==> src/rtl/irq_pkg.sv <==
package irq_pkg;
  localparam int NSRC      = 7;
  localparam int LVLW      = 2;
  localparam int NLVL      = 1 << LVLW;
  localparam int IDXW      = $clog2(NSRC);
  localparam int DEPW      = $clog2(NLVL + 1);
  localparam int ADDRW     = 16;
  localparam int VEC_SHIFT = 3;
  localparam logic [ADDRW-1:0] VEC_BASE = 16'h0003;

  typedef logic [LVLW-1:0] lvl_t;
  typedef logic [IDXW-1:0] idx_t;
endpackage

==> src/rtl/irq_level_map.sv <==
module irq_level_map
  import irq_pkg::*;
(
  input  logic [NSRC-2:0]           lo_i,
  input  logic [NSRC-2:0]           hi_i,
  output logic [NSRC-1:0][LVLW-1:0] lvl_o
);
  // Sources with level bits take them from the split registers
  for (genvar g = 0; g < NSRC - 1; g++) begin : g_prog
    assign lvl_o[g] = {hi_i[g], lo_i[g]};
  end
  // Last source is pinned to the lowest level
  assign lvl_o[NSRC-1] = '0;
endmodule

==> src/rtl/irq_arbiter.sv <==
module irq_arbiter
  import irq_pkg::*;
(
  input  logic [NSRC-1:0]           elig_i,
  input  logic [NSRC-1:0][LVLW-1:0] lvl_i,
  output logic                      found_o,
  output idx_t                      win_idx_o,
  output lvl_t                      win_lvl_o
);
  // Scan from the highest index downward; ">=" lets a lower index
  // displace an equal-level winner, so ties go to the lower index.
  always_comb begin
    found_o   = 1'b0;
    win_idx_o = '0;
    win_lvl_o = '0;
    for (int i = NSRC - 1; i >= 0; i--) begin
      if (elig_i[i] && (!found_o || lvl_i[i] >= win_lvl_o)) begin
        found_o   = 1'b1;
        win_idx_o = IDXW'(i);
        win_lvl_o = lvl_i[i];
      end
    end
  end
endmodule

==> src/rtl/irq_lvl_stack.sv <==
module irq_lvl_stack
  import irq_pkg::*;
(
  input  logic            clk,
  input  logic            rst_n,
  input  logic            push_i,
  input  logic            pop_i,
  input  lvl_t            push_lvl_i,
  output lvl_t            top_o,
  output logic [DEPW-1:0] depth_o,
  output logic            busy_o
);
  logic [NLVL-1:0][LVLW-1:0] ent_q, ent_d;
  logic [DEPW-1:0]           cnt_q, cnt_d;
  logic                      upd;

  assign upd = push_i | pop_i;

  always_comb begin
    ent_d = ent_q;
    cnt_d = cnt_q;
    if (push_i) begin
      for (int i = NLVL - 1; i > 0; i--) ent_d[i] = ent_q[i-1];
      ent_d[0] = push_lvl_i;
      cnt_d    = cnt_q + 1'b1;
    end else if (pop_i) begin
      for (int i = 0; i < NLVL - 1; i++) ent_d[i] = ent_q[i+1];
      ent_d[NLVL-1] = '0;
      cnt_d         = cnt_q - 1'b1;
    end
  end

  always_ff @(posedge clk or negedge rst_n) begin
    if (!rst_n) begin
      ent_q <= '0;
      cnt_q <= '0;
    end else if (upd) begin
      ent_q <= ent_d;
      cnt_q <= cnt_d;
    end
  end

  assign top_o   = ent_q[0];
  assign depth_o = cnt_q;
  assign busy_o  = (cnt_q != '0);
endmodule

==> src/rtl/prio_irq_ctrl.sv <==
module prio_irq_ctrl
  import irq_pkg::*;
(
  input  logic                 clk,
  input  logic                 rst_n,
  input  logic [NSRC-1:0]      req_i,
  input  logic [NSRC:0]        en_i,
  input  logic [NSRC-2:0]      lo_i,
  input  logic [NSRC-2:0]      hi_i,
  input  logic                 boundary_i,
  input  logic                 reti_i,
  output logic                 vec_req_o,
  output logic [IDXW-1:0]      src_o,
  output logic [ADDRW-1:0]     vec_o,
  output logic [LVLW-1:0]      cur_lvl_o,
  output logic [DEPW-1:0]      depth_o,
  output logic                 busy_o
);
  logic [NSRC-1:0][LVLW-1:0] lvl;
  logic [NSRC-1:0]           elig;
  logic                      found;
  idx_t                      win_idx;
  lvl_t                      win_lvl;
  lvl_t                      top_lvl;
  logic                      busy;
  logic                      take;
  logic                      pop;

  logic                      vreq_q, vreq_d;
  idx_t                      src_q, src_d;
  logic [ADDRW-1:0]          vec_q, vec_d;

  irq_level_map u_map (
    .lo_i  (lo_i),
    .hi_i  (hi_i),
    .lvl_o (lvl)
  );

  assign elig = req_i & en_i[NSRC-1:0] & {NSRC{en_i[NSRC]}};

  irq_arbiter u_arb (
    .elig_i    (elig),
    .lvl_i     (lvl),
    .found_o   (found),
    .win_idx_o (win_idx),
    .win_lvl_o (win_lvl)
  );

  // A return occupies the boundary; acceptance needs strict precedence
  assign take = boundary_i & ~reti_i & found & (~busy | (win_lvl > top_lvl));
  assign pop  = reti_i & busy;

  irq_lvl_stack u_stk (
    .clk        (clk),
    .rst_n      (rst_n),
    .push_i     (take),
    .pop_i      (pop),
    .push_lvl_i (win_lvl),
    .top_o      (top_lvl),
    .depth_o    (depth_o),
    .busy_o     (busy)
  );

  always_comb begin
    vreq_d = take;
    src_d  = src_q;
    vec_d  = vec_q;
    if (take) begin
      src_d = win_idx;
      vec_d = VEC_BASE + (ADDRW'(win_idx) << VEC_SHIFT);
    end
  end

  always_ff @(posedge clk or negedge rst_n) begin
    if (!rst_n) vreq_q <= 1'b0;
    else        vreq_q <= vreq_d;
  end

  always_ff @(posedge clk or negedge rst_n) begin
    if (!rst_n) begin
      src_q <= '0;
      vec_q <= '0;
    end else if (take) begin
      src_q <= src_d;
      vec_q <= vec_d;
    end
  end

  assign vec_req_o = vreq_q;
  assign src_o     = src_q;
  assign vec_o     = vec_q;
  assign cur_lvl_o = top_lvl;
  assign busy_o    = busy;
endmodule

==> config.mk <==
export PLATFORM = sky130hd
export DESIGN_NAME = prio_irq_ctrl
export DESIGN_NICKNAME = d
export VERILOG_FILES = /design/src/rtl/irq_pkg.sv /design/src/rtl/irq_level_map.sv /design/src/rtl/irq_arbiter.sv /design/src/rtl/irq_lvl_stack.sv /design/src/rtl/prio_irq_ctrl.sv
export SDC_FILE = /design/constraint.sdc
export NUM_CORES = 1
export LEC_CHECK = 0
export ABC_CLOCK_PERIOD_IN_PS = 2600
export BUFFER_PORTS_ARGS = -buffer_cell sky130_fd_sc_hd__buf_2
export CAP_MARGIN = 15
export CORE_MARGIN = 2
export CORE_UTILIZATION = 30
export CTS_CLUSTER_DIAMETER = 120
export DETAILED_ROUTE_END_ITERATION = 10
export PLACE_DENSITY = 0.52
export SETUP_SLACK_MARGIN = 0.05
export SYNTH_ARGS = -nofsm -noshare
export SYNTH_HDL_FRONTEND = slang
export SYNTH_SLANG_ARGS = --single-unit
==> constraint.sdc <==
create_clock -name clk -period 2.6 [get_ports clk]
set_input_delay 0.65 -clock clk [delete_from_list [all_inputs] [get_ports clk]]
set_output_delay 0.65 -clock clk [all_outputs]
set_load 0.05 [all_outputs]
==> reports/results.txt <==
DRT Pass-1 Iters = 4
fraction of layout cells with a size suffix above 1 = 60.8%
CTS clk-pin slew, worst paths = 0.06 ns
Post-Place Worst Slack = -5.09 ns
fin area = 0.00257 mm²
CTS H-tree lvls = 1
largest net degree at the start of global routing = 17
Post-Synth Adder-Cell Area = 10.8%
worst hold path type = in2async
Worst Path Arrival = 7.21 ns
CTS tree = yes
fill count = 456
Avg Cell Area, Syn = 8.57 µm²
Setup Skew = 0.00162 ns
Initial Util = 31.3%
mapped cell area = 0.00150 mm²
placed inst area = 0.00213 mm²
# clock sinks = 16
failing checks = negative setup slack
RSZ-0062 raised after global routing = true
port bufs = 45
DP Wirelength = 3160 µm
cell leakage power = 1.24 nW
Power, Total = 1.60 mW
share of the synthesized area in the top cell type = 26.7%
post-synthesis mux area share = 2.17%
EDFF count, synth = 0
most used flip-flop cell after synthesis = dfrtp_1
Max VDD drop = 0.000327 V
Chip Width = 74.7 µm
delay-heaviest family, CP = compound AO/OA/AOI/OAI gates
WS Path Type = in2reg
CP max stage cell = mux2_4
GRT Resource Usage Total = 15.7%
slowest stage delay, CP = 0.33 ns
final worst slack = -4.47 ns
Synth Area in Compound Gates = 25.0%
Rows = 25
post-synthesis simple-gate area fraction = 21.0%
Clock Tree Buf Depth = 2
count leader, synth = nand2_1
nets = 313
die area = 0.00558 mm²
area grow syn2layout = 71.1%
crit end category = flip-flop
crit start category = input port
Via-to-Cell Ratio = 4.70
CTS root buf = clkbuf_8
routed len/inst = 12.4 µm
cell mode on critical path = ha_4
number of placed instances, taps included = 317
ys async rst share = 100%
largest family of logic cells by synthesized area = compound AO/OA/AOI/OAI gates
height of the die = 74.7 µm
Unique masters post-synth = 51
via count = 1574
final cell count without fillers = 335
wirelength, routed = 4150 µm
clk_lat worst skew = 0.25 ns
TritonCTS Buffers = 3
Synth Area in XOR/XNOR = 1.75%
first-pass GRT wire length = 6950 µm
Synth Instances = 175
number of global-route vias before repair = 1625
Synth Register Bits = 16
Slew Limit Fails = 0
Final Wtd Congestion = 0.839
Final Util = 53.6%
DRC = 0
status = finished, violations left
Final Critical Period = 7.07 ns
Pwr Density = 624 mW/mm²
initial DRC count = 33
Fmax = 141 MHz
core box area = 0.00479 mm²
Ys Warns = 0
Fin Hold WS = 0.306 ns
register area share after synthesis = 26.7%
Max Cap Viol = 0
period utilization = 272%
final setup fails = 16
final hold violations = 0
hold buffers post-CTS = 0
GRT overflow = 0
Ant. Diodes = 0
IO Pins = 57
Setup TNS Final = -68.90 ns
initial antenna violation count = 0
Final ANT Viol Nets = 0
ranking of synthesized cells by area = dfrtp_1 (27%), ha_1 (11%), buf_4 (8.5%)
Buf+Inv Stages, Crit Path = 4
crit-path max FO = 4
most frequent cells after synthesis = nand2_1 (26), buf_4 (17), dfrtp_1 (16), ha_1 (13)
largest area contributor in the netlist = dfrtp_1
Worst EP required = 2.73 ns
==> state kept, by name (all words and copies together), names as in the netlist <==
signal         flops
vec_req_o          1
src_o              2
u_stk.depth_o      3
u_stk.ent_q        6
u_stk.top_o        2
vec_o              2
==> final cells by class <==
cell class | count | area [µm²] | area share [%]
multi-input combinational | 140 | 1320 | 51.3
timing repair buffer | 99 | 674 | 26.3
sequential | 16 | 400 | 15.6
tap | 67 | 83.8 | 3.27
clock buffer | 4 | 55.1 | 2.15
inverter | 9 | 36.3 | 1.41
==> power by group <==
part / leakage [nW] / internal [mW] / total [mW] / switching, mW
Clock: 0.0288 / 0.134 / 0.219 / 0.0842
Combinational: 1.01 / 0.376 / 1.00 / 0.626
Sequential: 0.209 / 0.309 / 0.379 / 0.0705
Total: 1.24 / 0.820 / 1.60 / 0.781
==> logic make-up (layout without fill, tap and decap cells) <==
kind of cell    Yosys count  in the layout
fa+ha+maj                13             13
buf+inv                  29            112
flops                    16             16
compound gates           49             49
other cells               1             11
xor+xnor                  3              3
simple gates             61             61
mux                       3              3
==> what timing repair did <==
| action | CTS | global route |
|---|---|---|
| setup buffers | 12 | 5 |
| setup endpoints to repair | 16 | 16 |
| pin swaps | 28 | 27 |
| resized for setup | 28 | 19 |
==> layer usage <==
metal	GRT usage, %	wire length (µm)	share of wire [%]	up-vias
li1	-	-	-	786
met1	18.9	1670	40	725
met2	28.8	2170	52	55
met3	3.08	238	5.7	8
met4	3.37	66	1.6	0
met5	0	0	0	-
==> path summary, 6_finish.rpt <==
kind | cells after the start | from | to | slack [ns]
setup / recovery | 40 | en_i[7] | u_stk.depth_o[1]$_DFFE_PN0P_ | -4.47
hold / removal | 1 | rst_n | u_stk.top_o[0]$_DFFE_PN0P_ | 0.31
setup reg to reg | 7 | u_stk.depth_o[1]$_DFFE_PN0P_ | u_stk.depth_o[1]$_DFFE_PN0P_ | 0.47
hold reg to reg | 1 | vec_o[1]$_DFFE_PN0P_ | vec_o[1]$_DFFE_PN0P_ | 0.49
max in group asynchronous | 1 | rst_n | vec_req_o$_DFF_PN0_ | 2.03
min in group clk | 1 | vec_o[1]$_DFFE_PN0P_ | vec_o[1]$_DFFE_PN0P_ | 0.49
==> cell usage in the layout, fill, tap and decap left out, drive strengths merged, types with 2 or more instances in the layout <==
master / n
nand4: 4
nand3: 5
ha: 13
a211o: 3
a21o: 7
o211ai: 2
nor3: 2
nor2: 6
xnor2: 3
a21oi: 12
or2: 2
inv: 9
clkbuf: 4
buf: 99
and2: 2
nand2: 26
mux2: 2
nand2b: 7
o31ai: 2
o21ai: 10
conb: 11
a22o: 4
dfrtp: 16
==> worst reg2reg max path, cell delays in order, from the launching register on <==
cell and delay [ns]:
dfrtp_1 0.50, or3_1 0.48, a21oi_2 0.23, o211ai_4 0.11
inv_4 0.09, xnor2_4 0.12, ha_4 0.22, mux2_4 0.26
Note: power is estimated with default switching activity, not from simulation.
